===== src/rtl/swu_pkg.sv =====
package swu_pkg;
    localparam int SW_W = 16;
    // Status bits are numbered from the MSB; index = SW_W-1-bit
    localparam int B_TE  = SW_W - 1 - 2;
    localparam int B_RS  = SW_W - 1 - 3;
    localparam int B_OV  = SW_W - 1 - 4;
    localparam int B_CY  = SW_W - 1 - 5;
    localparam int CC_HI = SW_W - 1 - 6;
    localparam int CC_LO = SW_W - 1 - 7;

    localparam logic [1:0] CC_BAD = 2'b11;

    localparam logic [2:0] OC_NONE = 3'd0;
    localparam logic [2:0] OC_INT  = 3'd1;
    localparam logic [2:0] OC_FOVF = 3'd2;
    localparam logic [2:0] OC_FUNF = 3'd3;

    typedef enum logic [2:0] {
        TC_NONE  = 3'b000,
        TC_INT   = 3'b001,
        TC_FOVF  = 3'b010,
        TC_FUNF  = 3'b011,
        TC_ARITH = 3'b100
    } trap_cause_e;

    typedef enum logic {
        TS_IDLE,
        TS_FIRE
    } trap_state_e;
endpackage


===== src/rtl/swu_rstack_detect.sv =====
module swu_rstack_detect #(
    parameter int IW_W = 16
) (
    input  logic [IW_W-1:0] instr_word,
    input  logic            instr_valid,
    output logic            rs_pending
);
    // right op field: instruction bits 10..15 in MSB-first numbering
    localparam int RF_HI = IW_W - 1 - 10;
    localparam int RF_LO = IW_W - 1 - 15;

    logic [RF_HI-RF_LO:0] rfield;
    assign rfield     = instr_word[RF_HI:RF_LO];
    assign rs_pending = instr_valid && (rfield != '0);
endmodule


===== src/rtl/swu_ovf_trap.sv =====
module swu_ovf_trap
    import swu_pkg::*;
(
    input  logic       clk,
    input  logic       rst,
    input  logic       step,
    input  logic       ovf_upd,
    input  logic [2:0] ovf_class,
    input  logic       trap_en,
    input  logic       ov_cur,
    output logic       ov_next,
    output logic       trap_req,
    output logic [2:0] trap_cause
);
    trap_state_e state_q, state_d;
    trap_cause_e cause_q, cause_d;
    logic        ovf_act;
    logic        fire;

    assign ovf_act = step && ovf_upd;
    assign fire    = ovf_act && trap_en && (ovf_class != OC_NONE);

    always_comb begin
        unique case (ovf_class)
            OC_NONE: cause_d = TC_NONE;
            OC_INT:  cause_d = TC_INT;
            OC_FOVF: cause_d = TC_FOVF;
            OC_FUNF: cause_d = TC_FUNF;
            default: cause_d = TC_ARITH;
        endcase
    end

    always_comb begin
        if (!ovf_act)                    ov_next = ov_cur;
        else if (ovf_class == OC_NONE)   ov_next = 1'b0;
        else if (!trap_en)               ov_next = 1'b1;
        else if (ovf_class == OC_INT)    ov_next = 1'b1;
        else                             ov_next = ov_cur;
    end

    always_comb begin
        unique case (state_q)
            TS_IDLE: state_d = fire ? TS_FIRE : TS_IDLE;
            TS_FIRE: state_d = fire ? TS_FIRE : TS_IDLE;
            default: state_d = TS_IDLE;
        endcase
    end

    always_ff @(posedge clk) begin
        if (rst) begin
            state_q <= TS_IDLE;
            cause_q <= TC_NONE;
        end else begin
            state_q <= state_d;
            cause_q <= fire ? cause_d : TC_NONE;
        end
    end

    always_comb begin
        unique case (state_q)
            TS_IDLE: begin
                trap_req   = 1'b0;
                trap_cause = TC_NONE;
            end
            TS_FIRE: begin
                trap_req   = 1'b1;
                trap_cause = cause_q;
            end
            default: begin
                trap_req   = 1'b0;
                trap_cause = TC_NONE;
            end
        endcase
    end
endmodule


===== src/rtl/swu_word_next.sv =====
module swu_word_next
    import swu_pkg::*;
(
    input  logic [SW_W-1:0] cur,
    input  logic            step,
    input  logic            rs_pending,
    input  logic            ov_next,
    input  logic            carry_upd,
    input  logic            carry_in,
    input  logic            cc_upd,
    input  logic [1:0]      cc_in,
    input  logic            user_mode,
    input  logic            sw_we,
    input  logic [SW_W-1:0] sw_data,
    output logic [SW_W-1:0] nxt
);
    always_comb begin
        nxt = cur;
        if (sw_we) begin
            nxt = sw_data;
            if (user_mode)
                nxt[B_RS] = cur[B_RS];
            if (sw_data[CC_HI:CC_LO] == CC_BAD)
                nxt[CC_HI:CC_LO] = cur[CC_HI:CC_LO];
        end else if (step) begin
            nxt[B_RS] = rs_pending;
            nxt[B_OV] = ov_next;
            if (carry_upd)
                nxt[B_CY] = carry_in;
            if (cc_upd && (cc_in != CC_BAD))
                nxt[CC_HI:CC_LO] = cc_in;
        end
    end
endmodule


===== src/rtl/status_word_unit.sv =====
module status_word_unit
    import swu_pkg::*;
#(
    parameter int IW_W = 16
) (
    input  logic            clk,
    input  logic            rst,
    input  logic            step,
    input  logic [IW_W-1:0] instr_word,
    input  logic            instr_valid,
    input  logic            ovf_upd,
    input  logic [2:0]      ovf_class,
    input  logic            carry_upd,
    input  logic            carry_in,
    input  logic            cc_upd,
    input  logic [1:0]      cc_in,
    input  logic            user_mode,
    input  logic            sw_we,
    input  logic [15:0]     sw_data,
    output logic [15:0]     status,
    output logic            trap_req,
    output logic [2:0]      trap_cause
);
    logic [SW_W-1:0] word_q, word_d;
    logic            rs_pending;
    logic            ov_next;

    swu_rstack_detect #(.IW_W(IW_W)) u_rs (
        .instr_word (instr_word),
        .instr_valid(instr_valid),
        .rs_pending (rs_pending)
    );

    swu_ovf_trap u_ovf (
        .clk       (clk),
        .rst       (rst),
        .step      (step),
        .ovf_upd   (ovf_upd),
        .ovf_class (ovf_class),
        .trap_en   (word_q[B_TE]),
        .ov_cur    (word_q[B_OV]),
        .ov_next   (ov_next),
        .trap_req  (trap_req),
        .trap_cause(trap_cause)
    );

    swu_word_next u_nx (
        .cur       (word_q),
        .step      (step),
        .rs_pending(rs_pending),
        .ov_next   (ov_next),
        .carry_upd (carry_upd),
        .carry_in  (carry_in),
        .cc_upd    (cc_upd),
        .cc_in     (cc_in),
        .user_mode (user_mode),
        .sw_we     (sw_we),
        .sw_data   (sw_data),
        .nxt       (word_d)
    );

    always_ff @(posedge clk) begin
        if (rst) word_q <= '0;
        else     word_q <= word_d;
    end

    assign status = word_q;
endmodule


===== config.mk =====
export PLATFORM = sky130hd
export DESIGN_NAME = status_word_unit
export DESIGN_NICKNAME = d
export VERILOG_FILES = /design/src/rtl/swu_pkg.sv /design/src/rtl/swu_rstack_detect.sv /design/src/rtl/swu_ovf_trap.sv /design/src/rtl/swu_word_next.sv /design/src/rtl/status_word_unit.sv
export SDC_FILE = /design/constraint.sdc
export NUM_CORES = 1
export LEC_CHECK = 0
export ABC_AREA = 0
export BUFFER_PORTS_ARGS = -buffer_cell sky130_fd_sc_hd__buf_4
export CORE_MARGIN = 2
export CORE_UTILIZATION = 41
export DETAILED_ROUTE_END_ITERATION = 8
export HOLD_SLACK_MARGIN = 0.06
export PLACE_DENSITY = 0.86
export SYNTH_ARGS = -nofsm -noshare
export SYNTH_HDL_FRONTEND = slang
export SYNTH_SLANG_ARGS = --single-unit

===== constraint.sdc =====
create_clock -name clk -period 1.53 [get_ports clk]
set_input_delay 0.0765 -clock clk [delete_from_list [all_inputs] [get_ports clk]]
set_output_delay 0.0765 -clock clk [all_outputs]
set_load 0.01 [all_outputs]

==> key figures <==
STA
  • Finish-stage setup viols: 0
  • Fin. max-slew vios: 0
  • Fin. Hold Viols: 0
  • F_max: 0.694 GHz
  • Fin crit share: 0.942
  • Clk_skew: 0.000424 ns
  • Final Critical Period: 1.44 ns
  • Worst Max-Slew Pin Slew: 0.260 ns
  • Worst slew margin: 0.826
  • Worst setup margin: 0.0893 ns
  • RSZ-0062 raised after global routing: false
  • TNS Setup: 0 ns

GRT
  • GR Layer Usage met2: 0.421
  • Global route total overflow: 0
  • Gr usage total: 0.229
  • Number of global-route vias before repair: 1,003
  • Initial antenna violation count: 0
  • M1 GR Usage: 0.242
  • Met3 usage: 0.0583
  • First-pass GRT wire length: 4210 um
  • Largest net degree at the start of global routing: 19
  • Top Usage Layer GRT: met2

Power and ir drop
  • Switching Share: 0.226
  • Maximum VDD drop: 0.721 mV
  • Seq pwr share: 0.448
  • Leak pwr: 0.771 nW
  • Clock share of power: 0.345
  • Psw: 286 uW
  • Comb power frac: 0.207
  • Pint: 978 uW
  • Pwr per Cell Area: 821 nW/um2

Layout
  • Multi-input combinational cell area: 387 um2
  • Post-route design area: 1540 um2
  • Area grow syn2layout: 83.2%
  • Post-layout net count: 214
  • # fillers: 112
  • Register area: 402 um2
  • Share of cells above drive strength 1: 0.380
  • Antenna fix cells: 0

Floorplanning
  • Initial Utilization: 0.433
  • Core Rows: 16
  • Vert. Die Dim: 49.3 um
  • Core region area: 1940 um2
  • IO Pins: 67
  • Die width: 49.3 um
  • Die area: 2430 um2

Clocking
  • Cts bufs inserted: 3
  • Worst-skew pair later-pin latency: 0.31 ns
  • Clock Root Buffer: clkbuf_4
  • Maximum buffer depth of the clock tree: 2
  • H-tree lvl count: 1
  • Clock tree from TritonCTS: done
  • CTS clock-pin slew for the worst setup and hold paths: 0.12 ns
  • Post-CTS Setup Bufs: 0
  • Num Clock Sinks: 20

Place
  • Port Buffers: 56
  • Post-DP HPWL: 1540 um
  • RePlAce Congestion: 0.761
  • DP Worst Slack: 0.388 ns
  • Placed cell area: 1260 um2

Worst setup path
  • Crit path launch type: flop
  • CP max FO: 3
  • Worst setup path class: flop to flop
  • CP required: 1.78 ns
  • Arrival time worst endpoint: 1.69 ns
  • Crit end category: flop

Logic synthesis
  • Sequential-to-total area share from yosys stat: 0.476
  • Cell count after synthesis: 90
  • Synth area leaders: dfxtp_1, mux2i_1, nor2_1
  • Synthesized Nets: 137
  • Post-Syn Area: 841 um2
  • Yosys top cell area share: 0.476
  • Synth Register Bits: 20
  • Syn Area/Cell: 9.34 um2
  • Synth cell types: 26
  • Synth Warn #: 0
  • Leading area contributor after synthesis: dfxtp_1

Routing
  • Wire length per cell: 13.1 um
  • DRT iter0 DRCs: 3
  • Total number of vias: 918
  • Number of detailed-route iterations in the first pass: 4
  • Vias/cell: 4.76
  • Routed wire length: 2530 um
  • # DRC: 0
  • Detail Route Antenna Nets: 0

Job
  • # Max-Cap Violations: 0

Hold path
  • Min-delay worst type: input pin to flop

Outcome
  • Status: finished, final reports clean
-- flip-flops by register name, summed over array words and instances, names as in the netlist --
signal	flops
u_ovf.state_q	1
u_ovf.cause_q	3
status	16
-- power by group through the flow --
stage	clock, mW	combinational, mW	sequential, mW
after global routing	0.452	0.283	0.568
final	0.436	0.262	0.566
after CTS	0.431	0.255	0.564
after detailed placement	0	0.207	0.575
after global placement	0	0.200	0.574
after floorplan	0	0.0791	0.584
-- logic make-up (layout without fill, tap and decap cells) --
logic type,after synthesis,in the layout,share of synthesized area
simple gates,32,32,0.193
flops,20,20,0.476
compound gates,15,15,0.124
mux,12,12,0.143
buf+inv,11,87,0.0640
-- synthesized netlist by cell type, drive strengths merged --
cell and count:
buf 4, a21oi 1, nand2 3, a31oi 2, o2bb2ai 1, nand4b 1, or2 1, o32ai 1
or4 1, dfxtp 20, inv 4, o22ai 2, a21boi 1, mux2i 12, and3b 1, clkbuf 3
nor3 2, o21ai 4, and2 5, o21bai 1, nand2b 1, o31ai 1, a211o 1, nor2 15
and3 2
-- area by class of cell --
cell class / instances / share of cell area
inverters: 4 / 0.00975
repair buffers: 79 / 0.422
multi-input cells: 59 / 0.251
well taps: 27 / 0.0219
flip-flops and latches: 20 / 0.261
clock inverters: 1 / 0.0195
clock buffers: 3 / 0.0146
-- layout by cell type (no fill, tap or decap) --
| cell type | netlist | final |
|---|---|---|
| a211o_1 | 1 | 1 |
| a21boi_0 | 1 | 1 |
| a21oi_1 | 1 | 1 |
| a31oi_1 | 2 | 2 |
| and2_1 | 5 | 5 |
| and3_1 | 2 | 2 |
| and3b_1 | 1 | 1 |
| buf_4 | 3 | 56 |
| bufinv_16 | 0 | 1 |
| clkbuf_4 | 0 | 3 |
| dfxtp_1 | 20 | 19 |
| dfxtp_2 | 0 | 1 |
| dlygate4sd3_1 | 0 | 23 |
| inv_1 | 4 | 4 |
| mux2i_1 | 12 | 12 |
| nand2_1 | 3 | 3 |
| nand2b_1 | 1 | 1 |
| nand4b_1 | 1 | 1 |
| nor2_1 | 15 | 15 |
| nor3_1 | 2 | 2 |
| o21ai_0 | 4 | 4 |
| o21bai_1 | 1 | 1 |
| o22ai_1 | 2 | 2 |
| o2bb2ai_1 | 1 | 1 |
| o31ai_2 | 1 | 1 |
| o32ai_1 | 1 | 1 |
| or2_1 | 1 | 1 |
| or4_4 | 1 | 1 |
-- timing repair --
action,4_1_cts,5_1_grt
gates resized for setup,0,1
endpoints found under the hold margin,19,0
endpoints found under the setup margin,0,1
hold buffers,23,0
-- critical path, cell delays in order, from the launching register on --
cell	delay [ns]
dfxtp_2	0.35
mux2i_1	0.07
a211o_1	0.29
a31oi_1	0.13
dlygate4sd3_1	0.56
-- metrics by stage --
stage,power (mW),std cells,util,hold slack (ns)
finish,1.26,193,0.793,0.0625
global route,1.30,193,0.793,0.0712
CTS,1.25,193,0.793,0.0610
detailed placement,0.782,166,0.647,0.297
global placement,0.773,166,0.647,0.292
floorplan,0.663,90,-,0.189
-- metal layers --
| layer | wire length (um) | vias up |
|---|---|---|
| met3 | 155 | 5 |
| met1 | 1020 | 416 |
| li1 | - | 457 |
| met5 | 0 | - |
| met4 | 42 | 0 |
| met2 | 1310 | 40 |
-- final timing paths --
path | from | endpoint | slack (ns) | depth (start not counted)
max | status[12] | status[12] | 0.09 | 4
min | rst | status[4] | 0.06 | 2
max reg2reg | status[12] | status[12] | 0.09 | 4
min reg2reg | status[6] | status[6] | 0.52 | 2
Power figures use the tool's default switching activity.
